## src/rtl/sc_xcvr_pkg.sv

```systemverilog
package sc_xcvr_pkg;
    localparam int ST_RX_RDY = 0;
    localparam int ST_TX_REQ = 1;
    localparam int ST_RX_OV  = 2;
    localparam int ST_CWT    = 3;
    localparam int NUM_IRQ   = 4;
    localparam int FRAME_ETU = 12;

    typedef struct packed {
        logic [7:0] data;
        logic       par_ok;
    } rx_char_t;

    typedef enum logic [1:0] {RX_IDLE, RX_START, RX_BITS, RX_HOLD} rx_st_e;
endpackage

```

## src/rtl/sc_clk_gen.sv

```systemverilog
module sc_clk_gen #(
    parameter int DIV_LO = 4,
    parameter int DIV_HI = 8
) (
    input  logic clk,
    input  logic rst_n,
    input  logic run,
    input  logic idle_hi,
    input  logic div_hi,
    output logic card_clk
);
    localparam int CW = $clog2(DIV_HI);

    typedef struct packed {
        logic [CW-1:0] cnt;
        logic          lvl;
    } st_t;

    st_t s_d, s_q;
    logic [CW-1:0] last, half;

    always_comb begin
        last = div_hi ? CW'(DIV_HI - 1) : CW'(DIV_LO - 1);
        half = div_hi ? CW'(DIV_HI / 2) : CW'(DIV_LO / 2);
        s_d  = s_q;
        if (!run) begin
            s_d.cnt = '0;
            s_d.lvl = idle_hi;
        end else begin
            s_d.cnt = (s_q.cnt >= last) ? '0 : s_q.cnt + 1'b1;
            s_d.lvl = (s_d.cnt < half);
        end
    end

    always_ff @(posedge clk or negedge rst_n) begin
        if (!rst_n) s_q <= '0;
        else        s_q <= s_d;
    end

    assign card_clk = s_q.lvl;
endmodule

```

## src/rtl/sc_tx.sv

```systemverilog
module sc_tx #(
    parameter int EW = 13
) (
    input  logic          clk,
    input  logic          rst_n,
    input  logic [EW-1:0] etu_last,
    input  logic          start,
    input  logic [7:0]    data,
    input  logic          inverse,
    output logic          line,
    output logic          busy,
    output logic          done
);
    typedef struct packed {
        logic          busy;
        logic [11:0]   sh;
        logic [3:0]    bitn;
        logic [EW-1:0] cnt;
    } st_t;

    st_t s_d, s_q;
    logic [11:0] frame;
    logic        par;

    always_comb begin
        par      = ^data;
        frame    = '1;
        frame[0] = 1'b0;
        for (int i = 0; i < 8; i++)
            frame[1+i] = inverse ? ~data[7-i] : data[i];
        frame[9] = inverse ? ~par : par;
    end

    always_comb begin
        s_d  = s_q;
        done = 1'b0;
        if (!s_q.busy) begin
            if (start) begin
                s_d.busy = 1'b1;
                s_d.sh   = frame;
                s_d.bitn = '0;
                s_d.cnt  = '0;
            end
        end else if (s_q.cnt == etu_last) begin
            s_d.cnt = '0;
            if (s_q.bitn == 4'd11) begin
                s_d.busy = 1'b0;
                s_d.sh   = '1;
                done     = 1'b1;
            end else begin
                s_d.sh   = {1'b1, s_q.sh[11:1]};
                s_d.bitn = s_q.bitn + 1'b1;
            end
        end else begin
            s_d.cnt = s_q.cnt + 1'b1;
        end
    end

    always_ff @(posedge clk or negedge rst_n) begin
        if (!rst_n) s_q <= '{busy: 1'b0, sh: '1, bitn: '0, cnt: '0};
        else        s_q <= s_d;
    end

    assign line = s_q.sh[0];
    assign busy = s_q.busy;
endmodule

```

## src/rtl/sc_rx.sv

```systemverilog
module sc_rx
    import sc_xcvr_pkg::*;
#(
    parameter int EW    = 13,
    parameter int CWT_W = 8
) (
    input  logic             clk,
    input  logic             rst_n,
    input  logic             en,
    input  logic             line_in,
    input  logic [EW-1:0]    etu_last,
    input  logic             inverse,
    input  logic             par_chk,
    input  logic [CWT_W-1:0] cwt,
    output logic             push,
    output rx_char_t         char_o,
    output logic             wt_hit
);
    typedef struct packed {
        logic [1:0]       sync;
        logic             prev;
        logic             en_q;
        rx_st_e           st;
        logic [EW-1:0]    cnt;
        logic [3:0]       bitn;
        logic [8:0]       sh;
        logic             armed;
        logic [CWT_W-1:0] wcnt;
    } st_t;

    st_t s_d, s_q;
    logic       line, fall, tick, pbit;
    logic [8:0] sh_n;

    always_comb begin
        s_d      = s_q;
        push     = 1'b0;
        wt_hit   = 1'b0;
        s_d.sync = {s_q.sync[0], line_in};
        s_d.prev = s_q.sync[1];
        s_d.en_q = en;
        line     = s_q.sync[1];
        fall     = s_q.prev & ~s_q.sync[1];
        tick     = (s_q.cnt == etu_last);
        sh_n     = {line, s_q.sh[8:1]};
        if (!en) begin
            s_d.st    = RX_IDLE;
            s_d.armed = 1'b0;
            s_d.cnt   = '0;
            s_d.wcnt  = '0;
        end else if (!s_q.en_q) begin
            s_d.st    = RX_IDLE;
            s_d.armed = 1'b1;
            s_d.cnt   = '0;
            s_d.wcnt  = '0;
        end else begin
            unique case (s_q.st)
                RX_START: begin
                    if (s_q.cnt == (etu_last >> 1)) begin
                        s_d.cnt  = '0;
                        s_d.bitn = '0;
                        s_d.st   = line ? RX_IDLE : RX_BITS;
                    end else begin
                        s_d.cnt = s_q.cnt + 1'b1;
                    end
                end
                RX_BITS: begin
                    if (tick) begin
                        s_d.cnt  = '0;
                        s_d.sh   = sh_n;
                        s_d.bitn = s_q.bitn + 1'b1;
                        if (s_q.bitn == 4'd8) begin
                            push      = 1'b1;
                            s_d.st    = RX_HOLD;
                            s_d.armed = 1'b1;
                            s_d.wcnt  = '0;
                        end
                    end else begin
                        s_d.cnt = s_q.cnt + 1'b1;
                    end
                end
                default: begin
                    if (s_q.st == RX_IDLE && fall) begin
                        s_d.st  = RX_START;
                        s_d.cnt = '0;
                    end else begin
                        if (s_q.st == RX_HOLD && line) s_d.st = RX_IDLE;
                        s_d.cnt = tick ? '0 : s_q.cnt + 1'b1;
                        if (tick && s_q.armed && cwt != '0) begin
                            if (s_q.wcnt + 1'b1 == cwt) begin
                                wt_hit    = 1'b1;
                                s_d.armed = 1'b0;
                                s_d.wcnt  = '0;
                            end else begin
                                s_d.wcnt = s_q.wcnt + 1'b1;
                            end
                        end
                    end
                end
            endcase
        end
    end

    always_comb begin
        for (int i = 0; i < 8; i++)
            char_o.data[i] = inverse ? ~sh_n[7-i] : sh_n[i];
        pbit          = inverse ? ~sh_n[8] : sh_n[8];
        char_o.par_ok = ~par_chk | ((^char_o.data) == pbit);
    end

    always_ff @(posedge clk or negedge rst_n) begin
        if (!rst_n) s_q <= '{sync: 2'b11, prev: 1'b1, en_q: 1'b0, st: RX_IDLE,
                             cnt: '0, bitn: '0, sh: '0, armed: 1'b0, wcnt: '0};
        else        s_q <= s_d;
    end
endmodule

```

## src/rtl/sc_fifo.sv

```systemverilog
module sc_fifo #(
    parameter int W     = 9,
    parameter int DEPTH = 8
) (
    input  logic         clk,
    input  logic         rst_n,
    input  logic         push,
    input  logic [W-1:0] din,
    input  logic         pop,
    output logic [W-1:0] dout,
    output logic         empty,
    output logic         full
);
    localparam int AW = $clog2(DEPTH);

    typedef struct packed {
        logic [DEPTH-1:0][W-1:0] mem;
        logic [AW-1:0]           wp;
        logic [AW-1:0]           rp;
        logic [AW:0]             cnt;
    } st_t;

    st_t  s_d, s_q;
    logic do_push, do_pop;

    assign empty = (s_q.cnt == '0);
    assign full  = (s_q.cnt == (AW+1)'(DEPTH));
    assign dout  = s_q.mem[s_q.rp];

    always_comb begin
        s_d     = s_q;
        do_push = push & ~full;
        do_pop  = pop & ~empty;
        if (do_push) begin
            s_d.mem[s_q.wp] = din;
            s_d.wp          = s_q.wp + 1'b1;
        end
        if (do_pop) s_d.rp = s_q.rp + 1'b1;
        case ({do_push, do_pop})
            2'b10:   s_d.cnt = s_q.cnt + 1'b1;
            2'b01:   s_d.cnt = s_q.cnt - 1'b1;
            default: s_d.cnt = s_q.cnt;
        endcase
    end

    always_ff @(posedge clk or negedge rst_n) begin
        if (!rst_n) s_q <= '0;
        else        s_q <= s_d;
    end
endmodule

```

## src/rtl/sc_char_xcvr.sv

```systemverilog
module sc_char_xcvr
    import sc_xcvr_pkg::*;
#(
    parameter int CLK_DIV_LO = 4,
    parameter int CLK_DIV_HI = 8,
    parameter int ETU_DIV_A  = 372,
    parameter int ETU_DIV_B  = 512,
    parameter int FIFO_DEPTH = 8,
    parameter int CWT_W      = 8
) (
    input  logic             clk,
    input  logic             rst_n,
    input  logic             cfg_clk_run,
    input  logic             cfg_clk_div8,
    input  logic             cfg_clk_idle_hi,
    input  logic             cfg_etu_long,
    input  logic             cfg_inverse,
    input  logic             cfg_par_chk,
    input  logic             cfg_dir_tx,
    input  logic [CWT_W-1:0] cfg_cwt,
    input  logic [3:0]       irq_mask,
    input  logic             tx_wr,
    input  logic [7:0]       tx_data,
    input  logic             rx_rd,
    output logic [7:0]       rx_data,
    output logic             rx_par_ok,
    input  logic             stat_rd,
    output logic [3:0]       irq_stat,
    output logic             irq,
    output logic             card_clk,
    input  logic             io_in,
    output logic             io_out,
    output logic             io_oe
);
    localparam int EW     = $clog2(CLK_DIV_HI * ETU_DIV_B + 1);
    localparam int E_LO_A = CLK_DIV_LO * ETU_DIV_A - 1;
    localparam int E_LO_B = CLK_DIV_LO * ETU_DIV_B - 1;
    localparam int E_HI_A = CLK_DIV_HI * ETU_DIV_A - 1;
    localparam int E_HI_B = CLK_DIV_HI * ETU_DIV_B - 1;

    typedef struct packed {
        logic [7:0] hold;
        logic       hold_v;
        logic       tx_req;
        logic       ov;
        logic       wt;
        logic       dir_q;
    } st_t;

    st_t      s_d, s_q;
    logic [EW-1:0] etu_last;
    logic     tx_start, tx_busy, tx_done, tx_line;
    logic     rx_push, rx_wt, fifo_empty, fifo_full;
    rx_char_t rx_char, fifo_head;

    always_comb begin
        case ({cfg_clk_div8, cfg_etu_long})
            2'b00:   etu_last = EW'(E_LO_A);
            2'b01:   etu_last = EW'(E_LO_B);
            2'b10:   etu_last = EW'(E_HI_A);
            default: etu_last = EW'(E_HI_B);
        endcase
    end

    sc_clk_gen #(.DIV_LO(CLK_DIV_LO), .DIV_HI(CLK_DIV_HI)) clk_gen_i (
        .clk(clk), .rst_n(rst_n), .run(cfg_clk_run), .idle_hi(cfg_clk_idle_hi),
        .div_hi(cfg_clk_div8), .card_clk(card_clk));

    sc_tx #(.EW(EW)) tx_i (
        .clk(clk), .rst_n(rst_n), .etu_last(etu_last), .start(tx_start),
        .data(s_q.hold), .inverse(cfg_inverse), .line(tx_line),
        .busy(tx_busy), .done(tx_done));

    sc_rx #(.EW(EW), .CWT_W(CWT_W)) rx_i (
        .clk(clk), .rst_n(rst_n), .en(~cfg_dir_tx), .line_in(io_in),
        .etu_last(etu_last), .inverse(cfg_inverse), .par_chk(cfg_par_chk),
        .cwt(cfg_cwt), .push(rx_push), .char_o(rx_char), .wt_hit(rx_wt));

    sc_fifo #(.W($bits(rx_char_t)), .DEPTH(FIFO_DEPTH)) fifo_i (
        .clk(clk), .rst_n(rst_n), .push(rx_push), .din(rx_char), .pop(rx_rd),
        .dout(fifo_head), .empty(fifo_empty), .full(fifo_full));

    assign tx_start = cfg_dir_tx & s_q.hold_v & ~tx_busy;

    always_comb begin
        s_d       = s_q;
        s_d.dir_q = cfg_dir_tx;
        if (tx_start) s_d.hold_v = 1'b0;
        if (tx_wr) begin
            s_d.hold   = tx_data;
            s_d.hold_v = 1'b1;
        end
        if (tx_done && cfg_dir_tx && !s_d.hold_v) s_d.tx_req = 1'b1;
        if (tx_wr || (s_q.dir_q && !cfg_dir_tx))  s_d.tx_req = 1'b0;
        s_d.ov = (s_q.ov & ~stat_rd) | (rx_push & fifo_full);
        s_d.wt = (s_q.wt & ~stat_rd) | rx_wt;
    end

    always_ff @(posedge clk or negedge rst_n) begin
        if (!rst_n) s_q <= '0;
        else        s_q <= s_d;
    end

    always_comb begin
        irq_stat            = '0;
        irq_stat[ST_RX_RDY] = ~fifo_empty;
        irq_stat[ST_TX_REQ] = s_q.tx_req;
        irq_stat[ST_RX_OV]  = s_q.ov;
        irq_stat[ST_CWT]    = s_q.wt;
    end

    assign irq       = |(irq_stat & ~irq_mask);
    assign rx_data   = fifo_head.data;
    assign rx_par_ok = fifo_head.par_ok;
    assign io_out    = tx_line;
    assign io_oe     = cfg_dir_tx;
endmodule

```

## config.mk

```make
export PLATFORM = sky130hd
export DESIGN_NAME = sc_char_xcvr
export DESIGN_NICKNAME = d
export VERILOG_FILES = /design/src/rtl/sc_xcvr_pkg.sv /design/src/rtl/sc_clk_gen.sv /design/src/rtl/sc_tx.sv /design/src/rtl/sc_rx.sv /design/src/rtl/sc_fifo.sv /design/src/rtl/sc_char_xcvr.sv
export SDC_FILE = /design/constraint.sdc
export NUM_CORES = 1
export LEC_CHECK = 0
export BUFFER_PORTS_ARGS = -buffer_cell sky130_fd_sc_hd__buf_2
export CAP_MARGIN = 5
export CORE_MARGIN = 2
export CORE_UTILIZATION = 61
export DETAILED_ROUTE_END_ITERATION = 10
export GPL_TIMING_DRIVEN = 0
export PLACE_DENSITY_LB_ADDON = 0.25
export SKIP_CTS_REPAIR_TIMING = 1
export SKIP_LAST_GASP = 1
export SLEW_MARGIN = 20
export SYNTH_ARGS = -nofsm -noshare
export SYNTH_HDL_FRONTEND = slang
export SYNTH_SLANG_ARGS = --single-unit
```

## constraint.sdc

```tcl
create_clock -name clk -period 4.6 [get_ports clk]
set_clock_uncertainty 0.15 [all_clocks]
set_input_delay 0.92 -clock clk [delete_from_list [all_inputs] [get_ports clk]]
set_output_delay 0.92 -clock clk [all_outputs]
set_load 0.02 [all_outputs]
```

# Word level (Yosys, flattened, before mapping)
# Index checks and enable logic that the tools add are counted.
[word_totals]
register_bits = 170
in_bits = 33
output_inout_bits = 17
elab_cells = 217
[op_classes]
mux = 76
bitwise = 37
add_sub_neg = 10
eq_ne = 27
reduce_logical = 30
magnitude_cmp = 5
[ops]
columns = ["op", "n"]
rows = [
  ["72-bit bitwise mux", 1],
  ["9-bit 2-to-1 mux", 7],
  ["30-bit 2-to-1 mux", 2],
  ["15-bit 2-to-1 mux", 3],
  ["13-bit 2-to-1 mux", 3],
  ["1-bit 2-to-1 mux", 38],
  ["12-bit case mux with 3 select lines", 1],
  ["15-bit case mux with 2 select lines", 1],
  ["9-bit binary-select mux with 3-bit select", 1],
  ["9-bit demux with 3-bit select", 1],
  ["13-bit by 1-bit adder with 13-bit output, second input constant", 2],
  ["13-bit by 12-bit equality test with 1-bit output", 2],
  ["4-bit != test, second input constant", 6],
  ["1-bit NOT", 24],
  ["22-bit 2-to-1 mux", 1],
  ["9-bit case mux with 2 select lines", 1],
  ["17-bit 2-to-1 mux", 1],
  ["4-bit case mux with 2 select lines", 2],
  ["8-bit parity", 2],
  ["13-bit by 11-bit equality test with 1-bit output", 1],
  ["4-bit by 1-bit adder with 4-bit output, second input constant", 3],
  ["4-bit equality test, second input constant", 3],
  ["4-bit 2-to-1 mux", 3],
  ["11-bit 2-to-1 mux", 1],
  ["36 further kinds", 75],
]

# Depth between registers and ports, before layout
# Gate-level depths: netlist (run 1).
[depth]
word_depth = 11
ltp_mapped = 13
depth_no_buf = 13

# Modules after synthesis
# Synthesis (run 1) repeated with hierarchy kept, for this count alone.
[unflattened]
hier_cells = 825
area_unflattened_um2 = 9531.6
[by_module_without_submodules]
columns = ["mod", "seq_area_each_um2", "area_each_um2", "cells_each", "n_inst"]
rows = [
  ["sc_fifo", 2052.0, 3960.0, 247, 1],
  ["sc_rx", 1004.7, 2723.9, 279, 1],
  ["sc_tx", 765.7, 2013.2, 227, 1],
  ["sc_char_xcvr", 325.3, 595.6, 49, 1],
  ["sc_clk_gen", 100.1, 239.0, 23, 1],
]

# Least setup slack after synthesis (run 1)
# Ideal clock, no wire load.
[synth_path]
path_type = "input to register"
start = "in cfg_etu_long"
end = "reg fifo_i.s_q[2] in the netlist's numbering"
slack_ns = 0.852
cell_stages = 12
setup_time_ns = 0.125
arrival_time_ns = 3.473
cell_sequence = "or3_4 > a2111oi_4 > o211ai_2 > nor4b_4 > inv_4 > ha_1 > xor2_1 > ha_1 > a21oi_1 > xor2_1 > nor2_1 > xor2_1"
[synth_via]
elab_chain_len = 10
[synth_lines]
columns = ["item", "line", "rtl"]
rows = [
  ["from (decl)", "sc_char_xcvr.sv:16", "input logic cfg_etu_long,"],
  ["2-bit equality test, or another cell as far along", "sc_char_xcvr.sv:57", "case ({cfg_clk_div8, cfg_etu_long})"],
  ["12-bit case mux with 3 select lines (*)", "sc_char_xcvr.sv:57", ""],
  ["13-bit by 12-bit equality test with 1-bit output (*)", "sc_rx.sv:44", "tick = (s_q.cnt == etu_last);"],
  ["1-bit 2-to-1 mux (*)", "sc_rx.sv:68", "if (tick) begin"],
  ["1-bit 2-to-1 mux (*)", "sc_rx.sv:57", "unique case (s_q.st)"],
  ["1-bit 2-to-1 mux (*)", "sc_rx.sv:51", "end else if (!s_q.en_q) begin"],
  ["1-bit 2-to-1 mux (*)", "sc_rx.sv:46", "if (!en) begin"],
  ["1-bit AND (*)", "sc_fifo.sv:32", "do_push = push & ~full;"],
  ["2-bit by 1-bit equality test with 1-bit output / 2-bit equality test (equally long branches)", "sc_fifo.sv:39", "case ({do_push, do_pop})"],
  ["4-bit case mux with 2 select lines / 2-bit nonzero test (equally long branches)", "n/a", ""],
  ["to (signal assigned)", "sc_fifo.sv:47", "if (!rst_n) s_q <= '0;"],
  ["to (signal assigned)", "sc_fifo.sv:48", "else s_q <= s_d;"],
  ["to (decl)", "sc_fifo.sv:23", "st_t s_d, s_q;"],
]
# Mark *: on every way between the ends. The rest lies on a longest branch, timed or not.
# A chain may end at the register's enable or synchronous reset.

# Final worst setup path (run 1)
[layout_path]
start = "reg fifo_i.s_q[4] in the netlist's numbering"
end = "out rx_data[3]"
[layout_via]
elab_chain_len = 2
[layout_lines]
columns = ["item", "line", "rtl"]
rows = [
  ["9-bit binary-select mux with 3-bit select", "sc_fifo.sv:28", "assign dout = s_q.mem[s_q.rp];"],
  ["9-bit 2-to-1 mux (not written as such)", "sc_fifo.sv:28", ""],
  ["to (decl)", "sc_char_xcvr.sv:25", "output logic [7:0] rx_data,"],
]
# No other way between the ends. The select of a mux whose other input is x is not followed.

==> results of run 1 <==
==> per-layer routing <==
layer	up-vias	share of wire [%]	global-route usage [%]
li1	3158	-	-
met5	-	0	0
met3	20	4.2	6.00
met1	3270	45	35.3
met4	0	1.4	7.02
met2	151	50	43.5
==> cell usage in the layout, fill, tap and decap left out, drive strengths merged, types with 4 or more instances in the layout <==
master,netlist,layout
o211ai,5,5
nand2,99,99
a221o,9,9
ha,18,18
o31ai,10,10
o2bb2a,6,6
o41ai,5,5
xor2,20,20
buf,15,64
dfrtp,154,154
nand3b,4,4
a21oi,34,34
inv,37,37
xnor2,35,35
nor3,13,13
and2,5,5
nand3,25,25
or3,6,6
dfstp,15,15
or2,5,5
nor4,6,6
nand4,7,7
a211oi,8,8
and3,7,7
clkbuf,29,52
mux2i,12,12
nand2b,18,18
o21ai,75,75
mux4,18,18
nor2,77,77
mux2,38,38
==> per-stage QoR <==
stage	hold WS, ps	instance area [um2]	TNS, ps	instances
2_1_floorplan	195	8780	0	854
3_3_place_gp	196	9250	-18150	1083
3_5_place_dp	204	9290	0	1084
4_1_cts	207	9870	0	1113
5_1_grt	206	9880	0	1113
6_report	208	9880	0	1113
==> cell families (layout without fill, tap and decap cells) <==
kind of cell             count (synthesis)  count (layout)
multiplexers                            68              68
adder cells (fa/ha/maj)                 18              18
flip-flops                             169             169
AND/OR/NAND/NOR                        292             292
XOR/XNOR                                55              55
buffers and inverters                   81             160
AO/OA/AOI/OAI                          171             171
==> flip-flops by register name, summed over array words and instances, names as in the netlist, 3 cells and up <==
signal,flops
tx_i.s_q,28
fifo_i.s_q,82
irq_stat,3
rx_i.s_q,38
s_q,10
clk_gen_i.s_q,3
==> cell usage after synthesis, types with 3 or more instances <==
| cell type | number | area share, % |
|---|---|---|
| o2bb2a_1 | 6 | 0.68 |
| clkbuf_1 | 29 | 1.2 |
| inv_1 | 36 | 1.5 |
| or2_2 | 5 | 0.36 |
| nand4_1 | 7 | 0.50 |
| nor2_1 | 77 | 3.3 |
| mux2i_1 | 12 | 1.4 |
| mux2_2 | 38 | 4.9 |
| xnor2_1 | 35 | 3.5 |
| nand2_1 | 99 | 4.2 |
| mux4_2 | 18 | 4.6 |
| nor3b_1 | 3 | 0.26 |
| xor2_1 | 20 | 2.0 |
| a21oi_1 | 34 | 1.9 |
| nand3_1 | 25 | 1.4 |
| ha_1 | 18 | 2.6 |
| nor3_1 | 11 | 0.63 |
| a221o_1 | 9 | 1.0 |
| buf_4 | 6 | 0.51 |
| dfrtp_1 | 154 | 44 |
| o21ai_0 | 70 | 4.0 |
| nand2b_1 | 18 | 1.3 |
| and2_1 | 5 | 0.36 |
| buf_1 | 8 | 0.34 |
| o41ai_1 | 5 | 0.50 |
| or3_1 | 5 | 0.36 |
| nor2b_1 | 3 | 0.21 |
| o31ai_1 | 10 | 0.85 |
| o21ai_2 | 3 | 0.30 |
| o32ai_1 | 3 | 0.30 |
| a211oi_1 | 8 | 0.68 |
| dfstp_2 | 15 | 4.5 |
| o211ai_1 | 4 | 0.34 |
| nor4_1 | 5 | 0.36 |
| and3_1 | 7 | 0.50 |
| nand3b_1 | 4 | 0.34 |
==> worst reg2reg max path, stage by stage (launching register included) <==
cell	delay [ps]
dfrtp_1	350
clkbuf_1	200
or3_4	380
a2111oi_4	350
o211ai_2	230
nor4b_4	650
inv_4	170
ha_1	300
xor2_1	170
ha_1	180
a21oi_1	140
xor2_1	160
nor2_1	70
xor2_1	140
==> power by group <==
group / leakage [nW] / switching [mW] / total (mW) / internal [mW]
Sequential: 2.25 / 0.0682 / 1.64 / 1.58
Combinational: 1.82 / 0.153 / 0.280 / 0.127
Clock: 0.273 / 0.557 / 1.41 / 0.849
==> path summary, 6_finish.rpt <==
kind	from	to	cells past startpoint
worst max-delay path	fifo_i.s_q[4]	rx_data[3]	5
worst min-delay path	rx_i.s_d[40]	rx_i.line	0
worst max register to register	rx_i.s_q[26]	fifo_i.s_q[2]	13
worst min register to register	rx_i.s_d[40]	rx_i.line	0
max in group asynchronous	rst_n	rx_i.s_d[40]	2
min in group asynchronous	rst_n	fifo_i.s_q[16]	1
==> cell type report <==
class | instances | share of cell area (%)
Sequential cell | 169 | 43.0
Multi-Input combinational cell | 604 | 42.6
Clock buffer | 23 | 4.94
Timing Repair Buffer | 50 | 2.86
Tap cell | 180 | 2.28
Buffer | 44 | 1.99
Inverter | 37 | 1.43
Clock inverter | 6 | 0.925
==> results.md, run 1 <==
- Gpl congestion: 0.885
- CP max FO: 10
- Element type at the critical path end: primary output
- Detailed-router iteration count before antenna repair: 5
- Synth cell types: 63
- Synth Area in Simple Gates: 16.4%
- Post-route antenna net violation count: 0
- Detailed placer's ending HPWL: 12900 um
- Main flop type after synthesis: dfrtp_1
- Max_cap viols: 0
- CP cell instances: clkdlybuf4s15_1 -> clkbuf_2 -> mux4_2 -> mux2_2 -> buf_2
- Final worst slack: 535 ps
- Mapped cell area: 8780 um2
- Run status: finished, final reports clean
- Family with the most delay on the worst path: buffers and inverters
- Mux contribution to synthesized area: between 10% and 20%
- Buffers on Ports: 49
- Synth Area in Compound Gates: 12.6%
- Fill cells: approximately 1000
- Total area of multi-input combinational cells: between 4000 and 5000 um2
- IO Count: 50
- Slowest-stage cell, CP: clkdlybuf4s15_1
- Vert. Die Dim: 124 um
- N_diodes: 0
- Nets: 974
- Worst-path clk slew: roughly 60 ps
- Worst slew pin tran: 1060 ps
- Buf/Inv on CP: 3
- Combined flip-flop and latch cell area: between 4000 and 5000 um2
- Reg2reg setup slack: 840 ps
- First-pass GRT wire length: roughly 31000 um
- Yosys reg bits: 169
- Period minus WS final: just over 4000 ps
- Syn. warnings: 0
- PwrDens: roughly 340 nW/um2
- CTS tree: built
- Starting Density: 62.8%
- Die area: around 15000 um2
- Slew headroom: 28.6%
- Final setup violation count: 0
- Vias in the first global route: 6367
- Initial antenna violation count: 0
- Number of enable flip-flop cells after synthesis: 0
- Syn_nets: ~900
- Asr flop ratio synth: 100%
- Adder-Cell Fraction of Synth Area: 2.56%
- Horiz. Die Dim: 124 um
- Final WL: between 15000 and 20000 um
- Largest net degree at the start of global routing: 90
- Final Hold Viols: 0
- DR iter-0 viols: 502
- Pre-CTS setup slack: 319 ps
- Clk Latency, worst-skew pair: around 430 ps
- Vias: 6599
- Cell leakage power: 4.35 nW
- Crit Path Category: flop to primary output
- Util after Layout: 70.6%
- # rows: 43
- Largest family of logic cells by synthesized area: simple AND/OR/NAND/NOR gates
- Mean Syn Cell Area: around 10 um2
- Pwr Total: 3.33 mW
- Post-Synth XOR/XNOR Area: ~5.5%
- DRC Markers: 0
- CTS max path bufs: 2
- Clk root buf: clkbuf_16
- Core area: 14000 um2
- H-tree depth: 4
- DR WL/cell: 16.9 um
- CTS buffer count: 17
- Clock Sinks: ~170
- Cell count after synthesis: 854
- CP startpoint kind: flop
- Critical path's largest stage delay: between 600 and 700 ps
- Hold/Removal Path Class: flop to flop
- Fmax: 0.246 GHz
- Area Overhead vs Synth: 12.5%
- Maximum VDD drop: 0.000267 V
- Via density: 5.93
- Overall global routing resource usage: between 20% and 30%
- Register area share after synthesis: 48.4%
- RSZ-0062 raised after global routing: no
- GR Overflow Total: 0
- Max-slew violation count: 0
- Worst EP arrival: 3000 ps
- Share of cells above drive strength 1: 18.8%
- Crit path required time: 3530 ps
- Fin crit share: 88.4%
Power figures use the tool's default switching activity.
==> inputs of run 2 (changes only) <==
ABC_AREA = 1   (was unset)
CORE_UTILIZATION = 62   (was 61)
SKIP_LAST_GASP = unset   (was 1)
==> run 2 against run 1 <==
Fmax increased by 8.8%. Hold slack about the same. Final cell count increased by 49%. Synthesized area increased by 13%. Via count increased by 34%. Design area increased by 13%. First-iteration DRC count increased by 63%. Largest cell class is now multi-input combinational cells. Clock-buffer cell count decreased by 3. Highest routed layer unchanged. Critical path depth increased by 2. Sequential cell count unchanged. Clock power increased by 9%.
==> results.md, run 2 <==
- Run status: finished, final reports clean
- Max FFs per register: 82 (unchanged)
- DR WL/cell: 14.4 um (-15%)
- Worst slew pin tran: 1080 ps (+17.7 ps)
- GR Overflow Total: 0 (unchanged)
- Yosys reg bits: 169 (unchanged)
- Util after Layout: 70.5% (-0.090 points)
- Largest family of logic cells by synthesized area: simple AND/OR/NAND/NOR gates
- Starting Density: 63.1% (+0.35 points)
- Top cells by count, synth: nand2_1 (383), inv_1 (237), dfrtp_1 (154)
- CP cell instances: clkbuf_1 -> inv_1 -> clkbuf_1 -> clkbuf_1 -> o21ai_0 -> a31oi_1 -> buf_2
- DR iter-0 viols: 820 (+63%)
- Cell leakage power: 5.78 nW (+33%)
- Vias: 8821 (+34%)
- Worst EP arrival: 2670 ps (-330 ps)
- Post-route antenna net violation count: 0 (unchanged)
- Synth Area in Simple Gates: 29.3% (+13 points)
- CTS max path bufs: 2 (unchanged)
- Clk root buf: clkbuf_16
- Detailed-router iteration count before antenna repair: 5 (unchanged)
- Final hold slack: 208 ps (-0.0180 ps)
- Top reg by flops: fifo_i.s_q
- Syn_nets: 1415 (+56%)
- CTS tree: built
- Critical path's largest stage delay: 450 ps (-220 ps)
- Buffers on Ports: 46 (-6.1%)
- CP max FO: 10 (unchanged)
- Element type at the critical path end: primary output
- Hold Crit Start: rx_i.s_d[40]
- Synth Area in Compound Gates: 8.86% (-3.7 points)
- Mapped cell area: 9950 um2 (+13%)
- Horiz. Die Dim: 131 um (+5.4%)
- Pre-CTS setup slack: 653 ps (+335 ps)
- Register area share after synthesis: 42.7% (-5.7 points)
- Slew headroom: 27.7% (-0.92 points)
- Adder-Cell Fraction of Synth Area: 2.26% (-0.30 points)
- DRC Markers: 0 (unchanged)
- Area contributors post-synth: dfrtp_1 (39%), nand2_1 (14%), inv_1 (8.9%)
- Initial antenna violation count: 0 (unchanged)
- Slowest-stage cell, CP: clkbuf_1
- Fin crit share: 81.2% (-7.2 points)
- IO Count: 50 (unchanged)
- Clock Sinks: 169 (unchanged)
- Via density: 5.32 (-10%)
- Crit path top cell by count: clkbuf_1
- Finished Layout Cells: 1659 (+49%)
- Family with the most delay on the worst path: buffers and inverters
- Core area: 15800 um2 (+13%)
- Share of cells above drive strength 1: 9.77% (-9.0 points)
- H-tree depth: 4 (unchanged)
- Nets: 1481 (+52%)
- RSZ-0062 raised after global routing: no
- Commonest non-fill, non-tap cell in the layout: nand2_1
- DP Cell Count: 1627 (+50%)
- Yosys top cell area share: 38.7% (-5.2 points)
- Reg2reg setup slack: 1160 ps (+320 ps)
- Count leader, synth: nand2_1
- Mux contribution to synthesized area: 0.704% (-10 points)
- Worst Hold End: rx_i.line
- Final worst slack: 865 ps (+330 ps)
- Vias in the first global route: 8356 (+31%)
- Die area: 17100 um2 (+11%)
- Gpl congestion: 0.927 (+4.8%)
- Regs by FF count: fifo_i.s_q x82, rx_i.s_q x38, tx_i.s_q x28
- Final WL: 23900 um (+27%)
- CP Depth: 7 (+2)
- Main flop type after synthesis: dfrtp_1
- CP startpoint kind: flop
- Asr flop ratio synth: 100% (unchanged)
- Hold/Removal Path Class: flop to flop
- Worst-path clk slew: 60 ps (about the same)
- Post-Synth XOR/XNOR Area: 4.56% (-0.92 points)
- Number of enable flip-flop cells after synthesis: 0 (unchanged)
- R2R cell count: 17 (+4)
- Area Overhead vs Synth: 11.7%
- Syn. warnings: 0 (unchanged)
- Max_cap viols: 0 (unchanged)
- Placed inst area: 10500 um2 (+13%)
- Crit path required time: 3530 ps (about the same)
- Final setup violation count: 0 (unchanged)
- Cell count after synthesis: 1364 (+60%)
- Fin area: 11100 um2 (+13%)
- Period minus WS final: 3740 ps (-330 ps)
- PwrDens: 363 nW/um2 (+7.8%)
- First-pass GRT wire length: 39600 um (+27%)
- Crit Path Category: flop to primary output
- Synth cell types: 44 (-30%)
- Clk Latency, worst-skew pair: 440 ps (about the same)
- Final Hold Viols: 0 (unchanged)
- Buf/Inv on CP: 5 (+2)
- R2R Path Start: rx_i.s_q[22]
- Vert. Die Dim: 131 um (+5.4%)
- RR Endpoint: fifo_i.s_q[2]
- Maximum VDD drop: 0.000290 V (+8.5%)
- Post-synth top area cell: dfrtp_1
- Fmax: 0.268 GHz (+8.8%)
- CTS buffer count: 17 (unchanged)
- Detailed placer's ending HPWL: 16500 um (+28%)
- Max-slew violation count: 0 (unchanged)
- Overall global routing resource usage: 29.3% (+3.0 points)
- Most frequent cells in the layout: nand2_1 (383), inv_1 (237), dfrtp_1 (154)
- N_diodes: 0 (unchanged)
- Worst hold path cell count: 0 (unchanged)
- # rows: 46 (+7.0%)
- Mean Syn Cell Area: 7.30 um2 (-29%)
- Largest net degree at the start of global routing: 102 (+13%)
run 2: cell count changes after synthesis, moves of 10 or more:
cell	change
xnor2_1	-22
nand3_1	+123
nand4_1	+17
nand2b_1	-18
mux2_2	-38
o31ai_1	-10
nand2_1	+284
mux4_2	-18
xor2_1	+17
inv_1	+201
run 2: kinds of logic after synthesis:
kind of cell / count (synthesis)
AOI/OAI and AO/OA: 156
xor gates and xnor gates: 51
adders and majority gates: 18
buffers and inverters: 294
DFF: 169
muxes: 7
and+or+nand+nor: 669
run 2: report_power, final:
group	switching [mW]	leakage (nW)	internal, mW
sequential	0.0425	1.88	1.54
clock	0.625	0.309	0.907
combinational	0.644	3.59	0.284
run 2: stage by stage:
step	setup TNS, ps	total power, mW
floorplan	0	2.21
global placement	-23550	2.49
detailed placement	0	2.51
CTS	0	4.04
global route	0	4.22
finish	0	4.04
run 2: cell type report:
cell class                 count  area (um2)
fill                        1306        4650
timing repair buffer          47         268
inverter                     243         915
tap                          216         270
multi-input combinational    901        4550
clock buffer                  20         467
sequential                   169        4250
clock inverter                12         160
buffer                        51         241
run 2: layer usage:
layer  vias up  global-route usage (%)  share of wire (%)
met5         -                       0                  0
met4         0                    9.70                1.9
met3        40                    4.56                4.9
met2       272                    49.1                 48
met1      4081                    39.2                 45
li1       4428                       -                  -
run 2: worst max-delay path by stage:
stage                        from             to  slack [ps]
finish              fifo_i.s_q[4]     rx_data[6]         860
global route         cfg_clk_div8  fifo_i.s_q[3]         710
CTS                 fifo_i.s_q[4]     rx_data[6]         960
detailed placement   cfg_clk_div8  fifo_i.s_q[2]         650
global placement            rst_n   rx_i.s_q[14]        -170
floorplan            cfg_clk_div8  fifo_i.s_q[2]        1200
run 2: worst register-to-register path, delay by kind of cell (launching register included):
| kind | cells | cell delay [ps] |
|---|---|---|
| AOI/OAI and AO/OA | 4 | 440 |
| DFF | 1 | 370 |
| adders and majority gates | 3 | 640 |
| and+or+nand+nor | 8 | 1490 |
| xor gates and xnor gates | 1 | 170 |
| buffers and inverters | 1 | 130 |
